===== src/rtl/rope_pkg.sv =====
package rope_pkg;
   // Pull direction as seen by the position counter
   typedef enum logic {
      STEP_UP   = 1'b0,
      STEP_DOWN = 1'b1
   } step_dir_e;
endpackage


===== src/rtl/updown_cnt.sv =====
module updown_cnt
   import rope_pkg::*;
#(
   parameter int W = 4
) (
   input  logic         clk,
   input  logic         clr,
   input  logic         en,
   input  step_dir_e    dir,
   output logic [W-1:0] q
);
   localparam logic [W-1:0] ONE = W'(1);

   if (W < 2) begin : g_bad_w
      $error("updown_cnt: W must be at least 2");
   end

   always_ff @(posedge clk) begin
      if (clr)
         q <= '0;
      else if (en)
         q <= (dir == STEP_DOWN) ? q - ONE : q + ONE;
   end


   clear_zero_chk: assert property (@(posedge clk) clr |=> q == '0);


   hold_when_idle_chk: assert property (@(posedge clk) disable iff (clr)
      !en |=> q == $past(q));
endmodule


===== src/rtl/sel_decoder.sv =====
module sel_decoder #(
   parameter int SEL_W = 3
) (
   input  logic [SEL_W-1:0]      sel,
   output logic [2**SEL_W-1:0]   hot
);
   localparam int N_OUT = 2**SEL_W;

   if (SEL_W < 1) begin : g_bad_sel
      $error("sel_decoder: SEL_W must be at least 1");
   end

   for (genvar i = 0; i < N_OUT; i++) begin : g_line
      assign hot[i] = (sel == SEL_W'(i));
   end


   always_comb begin
      one_line_chk: assert (!$isunknown(sel) -> $countones(hot) == 1);
   end
endmodule


===== src/rtl/pull_ctrl.sv =====
module pull_ctrl
   import rope_pkg::*;
(
   input  logic      pull_l,
   input  logic      pull_r,
   input  logic      at_lo,
   input  logic      at_hi,
   output logic      cnt_en,
   output step_dir_e cnt_dir
);
   // Count only on a lone pulse, and never once a side has won
   assign cnt_en  = (pull_l ^ pull_r) & ~(at_lo | at_hi);
   // The left pulse alone picks the direction; both-high never enables
   assign cnt_dir = pull_l ? STEP_DOWN : STEP_UP;
endmodule


===== src/rtl/rope_game.sv =====
module rope_game
   import rope_pkg::*;
#(
   parameter int NUM_POS = 7,
   parameter int CNT_W   = 4
) (
   input  logic               clk,
   input  logic               rst,
   input  logic               pull_l,
   input  logic               pull_r,
   output logic [NUM_POS-1:0] led_o
);
   localparam int SEL_W  = $clog2(NUM_POS);
   localparam int N_DEC  = 2**SEL_W;
   localparam int CENTRE = (NUM_POS - 1) / 2;
   localparam logic [CNT_W-1:0] CENTRE_C = CNT_W'(CENTRE);
   localparam logic [NUM_POS-1:0] MID_HOT = NUM_POS'(1) << CENTRE;

   if (NUM_POS % 2 == 0 || NUM_POS < 3) begin : g_bad_pos
      $error("rope_game: NUM_POS must be odd and at least 3");
   end
   if (CNT_W < SEL_W || (2**(CNT_W-1)) <= CENTRE) begin : g_bad_cnt
      $error("rope_game: CNT_W too small for the position range");
   end

   logic [CNT_W-1:0] offset;
   logic [CNT_W-1:0] idx_full;
   logic [N_DEC-1:0] dec_hot;
   logic             cnt_en;
   step_dir_e        cnt_dir;

   updown_cnt #(.W(CNT_W)) u_cnt (
      .clk (clk),
      .clr (rst),
      .en  (cnt_en),
      .dir (cnt_dir),
      .q   (offset)
   );

   // The counter holds the signed offset from centre, so clear means S3
   assign idx_full = offset + CENTRE_C;

   sel_decoder #(.SEL_W(SEL_W)) u_dec (
      .sel (idx_full[SEL_W-1:0]),
      .hot (dec_hot)
   );

   pull_ctrl u_ctrl (
      .pull_l  (pull_l),
      .pull_r  (pull_r),
      .at_lo   (dec_hot[0]),
      .at_hi   (dec_hot[NUM_POS-1]),
      .cnt_en  (cnt_en),
      .cnt_dir (cnt_dir)
   );

   assign led_o = dec_hot[NUM_POS-1:0];


   pos_range_chk: assert property (@(posedge clk) disable iff (rst)
      idx_full < CNT_W'(NUM_POS));


   spare_dark_chk: assert property (@(posedge clk) disable iff (rst)
      dec_hot[N_DEC-1:NUM_POS] == '0);


   reset_centre_chk: assert property (@(posedge clk)
      rst |=> led_o == MID_HOT);


   single_led_chk: assert property (@(posedge clk) disable iff (rst)
      $countones(led_o) == 1);


   step_left_chk: assert property (@(posedge clk) disable iff (rst)
      (pull_l && !pull_r && !led_o[0] && !led_o[NUM_POS-1])
      |=> led_o == ($past(led_o) >> 1));


   step_right_chk: assert property (@(posedge clk) disable iff (rst)
      (pull_r && !pull_l && !led_o[0] && !led_o[NUM_POS-1])
      |=> led_o == ($past(led_o) << 1));


   no_move_chk: assert property (@(posedge clk) disable iff (rst)
      (pull_l == pull_r) |=> $stable(led_o));


   end_freeze_chk: assert property (@(posedge clk) disable iff (rst)
      (led_o[0] || led_o[NUM_POS-1]) |=> $stable(led_o));
endmodule


===== config.mk =====
export PLATFORM = sky130hd
export DESIGN_NAME = rope_game
export DESIGN_NICKNAME = d
export VERILOG_FILES = /design/src/rtl/rope_pkg.sv /design/src/rtl/updown_cnt.sv /design/src/rtl/sel_decoder.sv /design/src/rtl/pull_ctrl.sv /design/src/rtl/rope_game.sv
export SDC_FILE = /design/constraint.sdc
export NUM_CORES = 1
export LEC_CHECK = 0
export BUFFER_PORTS_ARGS = -buffer_cell sky130_fd_sc_hd__buf_2
export CAP_MARGIN = 20
export CORE_AREA = 2 2 39 41
export CTS_BUF_LIST = sky130_fd_sc_hd__clkbuf_16
export DETAILED_ROUTE_END_ITERATION = 8
export DIE_AREA = 0 0 41 43
export PLACE_DENSITY_LB_ADDON = 0.2
export SYNTH_ARGS = -nofsm -noshare
export SYNTH_HDL_FRONTEND = slang
export SYNTH_HIERARCHICAL = 1
export SYNTH_SLANG_ARGS = --single-unit

===== constraint.sdc =====
create_clock -name clk -period 5.2 [get_ports clk]
set_clock_uncertainty 0.15 [all_clocks]
set_input_delay 1.04 -clock clk [delete_from_list [all_inputs] [get_ports clk]]
set_output_delay 1.04 -clock clk [all_outputs]
set_load 0.05 [all_outputs]

# ---- Yosys cells after proc, flatten, opt, wreduce, memory -nomap -nowiden
# Index checks and enable logic that the tools add are counted.
dict set report op_classes {
  n_addsub 3
  eq_ne 6
  muxes 2
  bitwise_logic 4
  n_reduce_logical 1
}
# cell n
set ops {}
lappend ops {{$eq A3 B3 Y1 const B} 3}
lappend ops {{$eq A3 B2 Y1 const B} 2}
lappend ops {{$add A4 B1 Y4 const B} 1}
lappend ops {{$mux W4} 1}
lappend ops {{$sub A4 B1 Y4 const B} 1}
lappend ops {{$add A3 B2 Y3 const B} 1}
lappend ops {{$eq A3 B1 Y1 const B} 1}
lappend ops {{$logic_not A3 Y1} 1}
lappend ops {{$and A1 B1 Y1} 1}
lappend ops {{$mux W1} 1}
lappend ops {{$not A1 Y1} 1}
lappend ops {{$or A1 B1 Y1} 1}
lappend ops {{$xor A1 B1 Y1} 1}
dict set report word_totals {
  regBits 4
  out_inout_bits 7
  word_cells 17
}

# ---- Logic depth before layout (Yosys ltp)
dict set report logic_depth {
  ltp_word 5
  depth_mapped 9
  ltp_nobuf 9
}

# ---- Cells and area by module
# The synthesis kept the hierarchy.
# module n_inst cells_per_inst area_per_inst_um2
set modules_own_cells {}
lappend modules_own_cells {updown_cnt 1 26 226.5}
lappend modules_own_cells {sel_decoder 1 8 65.1}
lappend modules_own_cells {rope_game 1 5 32.5}
lappend modules_own_cells {pull_ctrl 1 3 26.3}

# ---- Worst setup path before layout
# No wires, ideal clock.
dict set report synth_timing {
  kind {register to output}
  from {reg u_cnt.q[0]}
  to {out led_o[4]}
  arrival_time_ns 2.209
  t_required_ns 4.010
  path_slack_ns 1.801
  stages_incl_launch_ff 5
  path_buffers 0
  path_cell_list {dfxtp_1 -> inv_1 -> ha_1 -> xnor2_1 -> nor3b_1}
}
dict set report synth_via {
  elab_chain_len 2
}
# item line_no
set synth_rtl {}
lappend synth_rtl {{from (decl)} updown_cnt.sv:10} ;# output logic [W-1:0] q
lappend synth_rtl {{from (signal assigned)} updown_cnt.sv:22} ;# q <= (dir == STEP_DOWN) ? q - ONE : q + ONE;
lappend synth_rtl {{$add A3 B2 Y3} rope_game.sv:41} ;# assign idx_full = offset + CENTRE_C;
lappend synth_rtl {{net idx_full[0]} rope_game.sv:27} ;# logic [CNT_W-1:0] idx_full;
lappend synth_rtl {{$eq A3 B3 Y1} sel_decoder.sv:14} ;# assign hot[i] = (sel == SEL_W'(i));
lappend synth_rtl {{to (decl)} rope_game.sv:11} ;# output logic [NUM_POS-1:0] led_o
# The timed path passes the listed nets, and every way through them passes these cells.

# ---- Final worst setup path
dict set report layout_timing {
  from {reg u_cnt.q[0]}
  to {out led_o[6]}
}
# Same word-level chain as after synthesis.

==> results.md <==
- The tree is rooted in a sky130_fd_sc_hd__clkbuf_16.
- The class of the tightest hold or removal check is register to register.
- The die area is 0.00176 mm2.
- Buffers inserted to repair hold after CTS numbered 0.
- For this block, the via count after detailed routing is 226.
- The number of buffers inserted by port buffering is 10.
- The worst path meets setup with 2.18 ns of slack.
- After routing, the total negative slack on setup checks comes to 0 ns.
- Walking the worst path, the cells encountered are inv_1, ha_1, xnor2_1, and3b_2, buf_2.
- Setup repair after global routing left no endpoint under its margin.
- Across the whole layout, storage elements account for 60.1 um2.
- The initial standard-cell utilization of the core is 19.4%.
- Measured against its own limit, the worst slew margin works out to 71.0%.
- The global-route total usage across every layer is 7.74%.
- The tool flagged a number of max-cap violations equal to 0.
- The layout net count is 53.
- The pin count of the biggest net entering global routing is 9.
- The flip-flop count of the largest register, all copies and words added is 3.
- The synthesized area divided by synthesized cell count is 8.41 um2.
- Fill cells in the final layout number 149.
- The combined buffer and inverter count along the critical path is 2.
- The family with the most delay on the worst path is buffers and inverters.
- No sink is reached through more buffers than the 2 on the longest clock path.
- The number of top-level design ports is 11.
- After global routing the overflow that remains totals 0.
- STA classifies the critical path endpoint as a primary output.
- After detailed routing, the total wire length is 539 um.
- For this run, the detailed router's first-pass iteration total came to 1.
- The synthesized net count is 39.
- The detailed placer's ending HPWL is 389 um.
- Row generation in the floorplan step produced 14 rows.
- The detail route stage leaves a number of antenna-violating nets equal to 0.
- For this run, the top clock speed supported by timing is 332 MHz.
- Using the TritonRoute via totals, the vias-per-cell ratio works out to 3.70.
- For the pin with the worst max-slew slack, the measured transition is 0.432 ns.
- The number of buffers added for setup after CTS is 0.
- The final critical path time including I/O delays and setup is 3.02 ns.
- CTS built an H-tree with a depth of 1.
- The largest registers in the layout are u_cnt/q (3).
- The critical path is of the register to primary output type.
- The final number of hold-violating endpoints was 0.
- The later pin in the worst-skew pair is clocked with a latency of 0.22 ns.
- In this run the standard cell core region covers 0.00138 mm2.
- After synthesis the cells add up to 269 um2.
- The worst setup slack before clock tree synthesis is 2.41 ns.
- On the worst path, the slowest cell contributes a delay of 0.37 ns.
- The startpoint type of the worst setup path is a register.
- The post-cts repair resize count is 0.
- The floorplan step set the die height to 43 um.
- Setup violations remaining at the end of the flow were counted as 0.
- After detailed routing, the average wire length per cell comes to 8.84 um.
- The diode insertion count for antenna repair is 0.
- The data required time at the worst endpoint is 4.01 ns.
- In the final layout, the share of cells above drive strength 1 is 37.8%.
- The clock buffer count from CTS is 3.
- The total of warnings raised by yosys is 6.
- The most flop-heavy register is u_cnt/q.
- Synthesis produced a netlist whose cell count is 32.
- The clock sink count is 3.
- The area added between synthesis and finish is 52.6%.
- The die is 41 um wide.
- The share of the cycle needed by the critical path after routing is 58.0%.
- The number of global-route vias before repair is 241.
- The first global-routing pass estimated 910 um of wire.
- The final max-slew violation count is 0.
- The number of violations reported at the end of detailed-routing iteration 0 is 0.
- The final weighted congestion of routability-driven global placement is 0.670.
- Clock-pin slew was measured on the worst setup and hold paths at 0.03 ns.
- In the routed design, unresolved DRC markers number 0.
- For the worst setup path, the data arrival time is 1.83 ns.
- The total area of multi-input combinational cells is 175 um2.
- The number of antenna violations at the first check in global routing was 0.
- TritonCTS built the clock tree.
- Along the worst path, the maximum fanout reaches 8.
- The run finished with clean final reports.
- The slowest stage cell on the critical path is sky130_fd_sc_hd__xnor2_1.
-- final timing paths --
check               endpoint  cells after the start        from  slack (ns)
hold / removal    u_cnt/q[1]                      2  u_cnt/q[1]        0.36
setup / recovery    led_o[6]                      5  u_cnt/q[0]        2.18
setup reg to reg  u_cnt/q[1]                      7  u_cnt/q[0]        3.11
hold reg to reg   u_cnt/q[1]                      2  u_cnt/q[1]        0.36
-- worst min-delay path, stage by stage, from the launching register on --
cell                       delay (ns)
sky130_fd_sc_hd__dfxtp_1         0.31
sky130_fd_sc_hd__nor2_1          0.08
sky130_fd_sc_hd__a211oi_1        0.06
-- stage by stage --
step | instance area (um2) | std cells | hold WS (ns) | util, %
CTS | 410 | 61 | 0.362 | 29.7
floorplan | 269 | 32 | 0.316 | -
detailed placement | 332 | 57 | 0.361 | 24.0
finish | 410 | 61 | 0.361 | 29.7
global placement | 332 | 57 | 0.346 | 24.0
global route | 410 | 61 | 0.402 | 29.7
-- layout make-up --
| cell class | instances | share of cell area (%) |
|---|---|---|
| clock inverters | 1 | 0.915 |
| inverters | 7 | 6.40 |
| multi-input cells | 21 | 42.7 |
| repair buffers | 10 | 12.2 |
| clock buffers | 3 | 18.3 |
| flip-flops and latches | 3 | 14.6 |
| well taps | 16 | 4.88 |
-- cells in the final DEF (no fill, tap or decap) --
master                      count
sky130_fd_sc_hd__buf_2         10
sky130_fd_sc_hd__inv_1          8
sky130_fd_sc_hd__nor2_1         4
sky130_fd_sc_hd__xnor2_1        3
sky130_fd_sc_hd__clkbuf_16      3
sky130_fd_sc_hd__dfxtp_1        3
sky130_fd_sc_hd__nor3b_1        3
sky130_fd_sc_hd__and3b_2        3
sky130_fd_sc_hd__ha_1           2
sky130_fd_sc_hd__xor2_1         1
sky130_fd_sc_hd__a21oi_1        1
sky130_fd_sc_hd__a211oi_1       1
sky130_fd_sc_hd__fa_1           1
sky130_fd_sc_hd__nor3_2         1
sky130_fd_sc_hd__nor3_1         1
-- metal layers --
metal	GRT usage [%]	up-vias	routed length, um
met1	9.35	91	269
met2	11.3	10	215
met4	6.00	0	0
li1	-	125	-
met5	0	-	0
met3	1.57	0	55
Power is not shown: default switching activity piles up to over one toggle a cycle in this logic, so the estimate is an artifact.
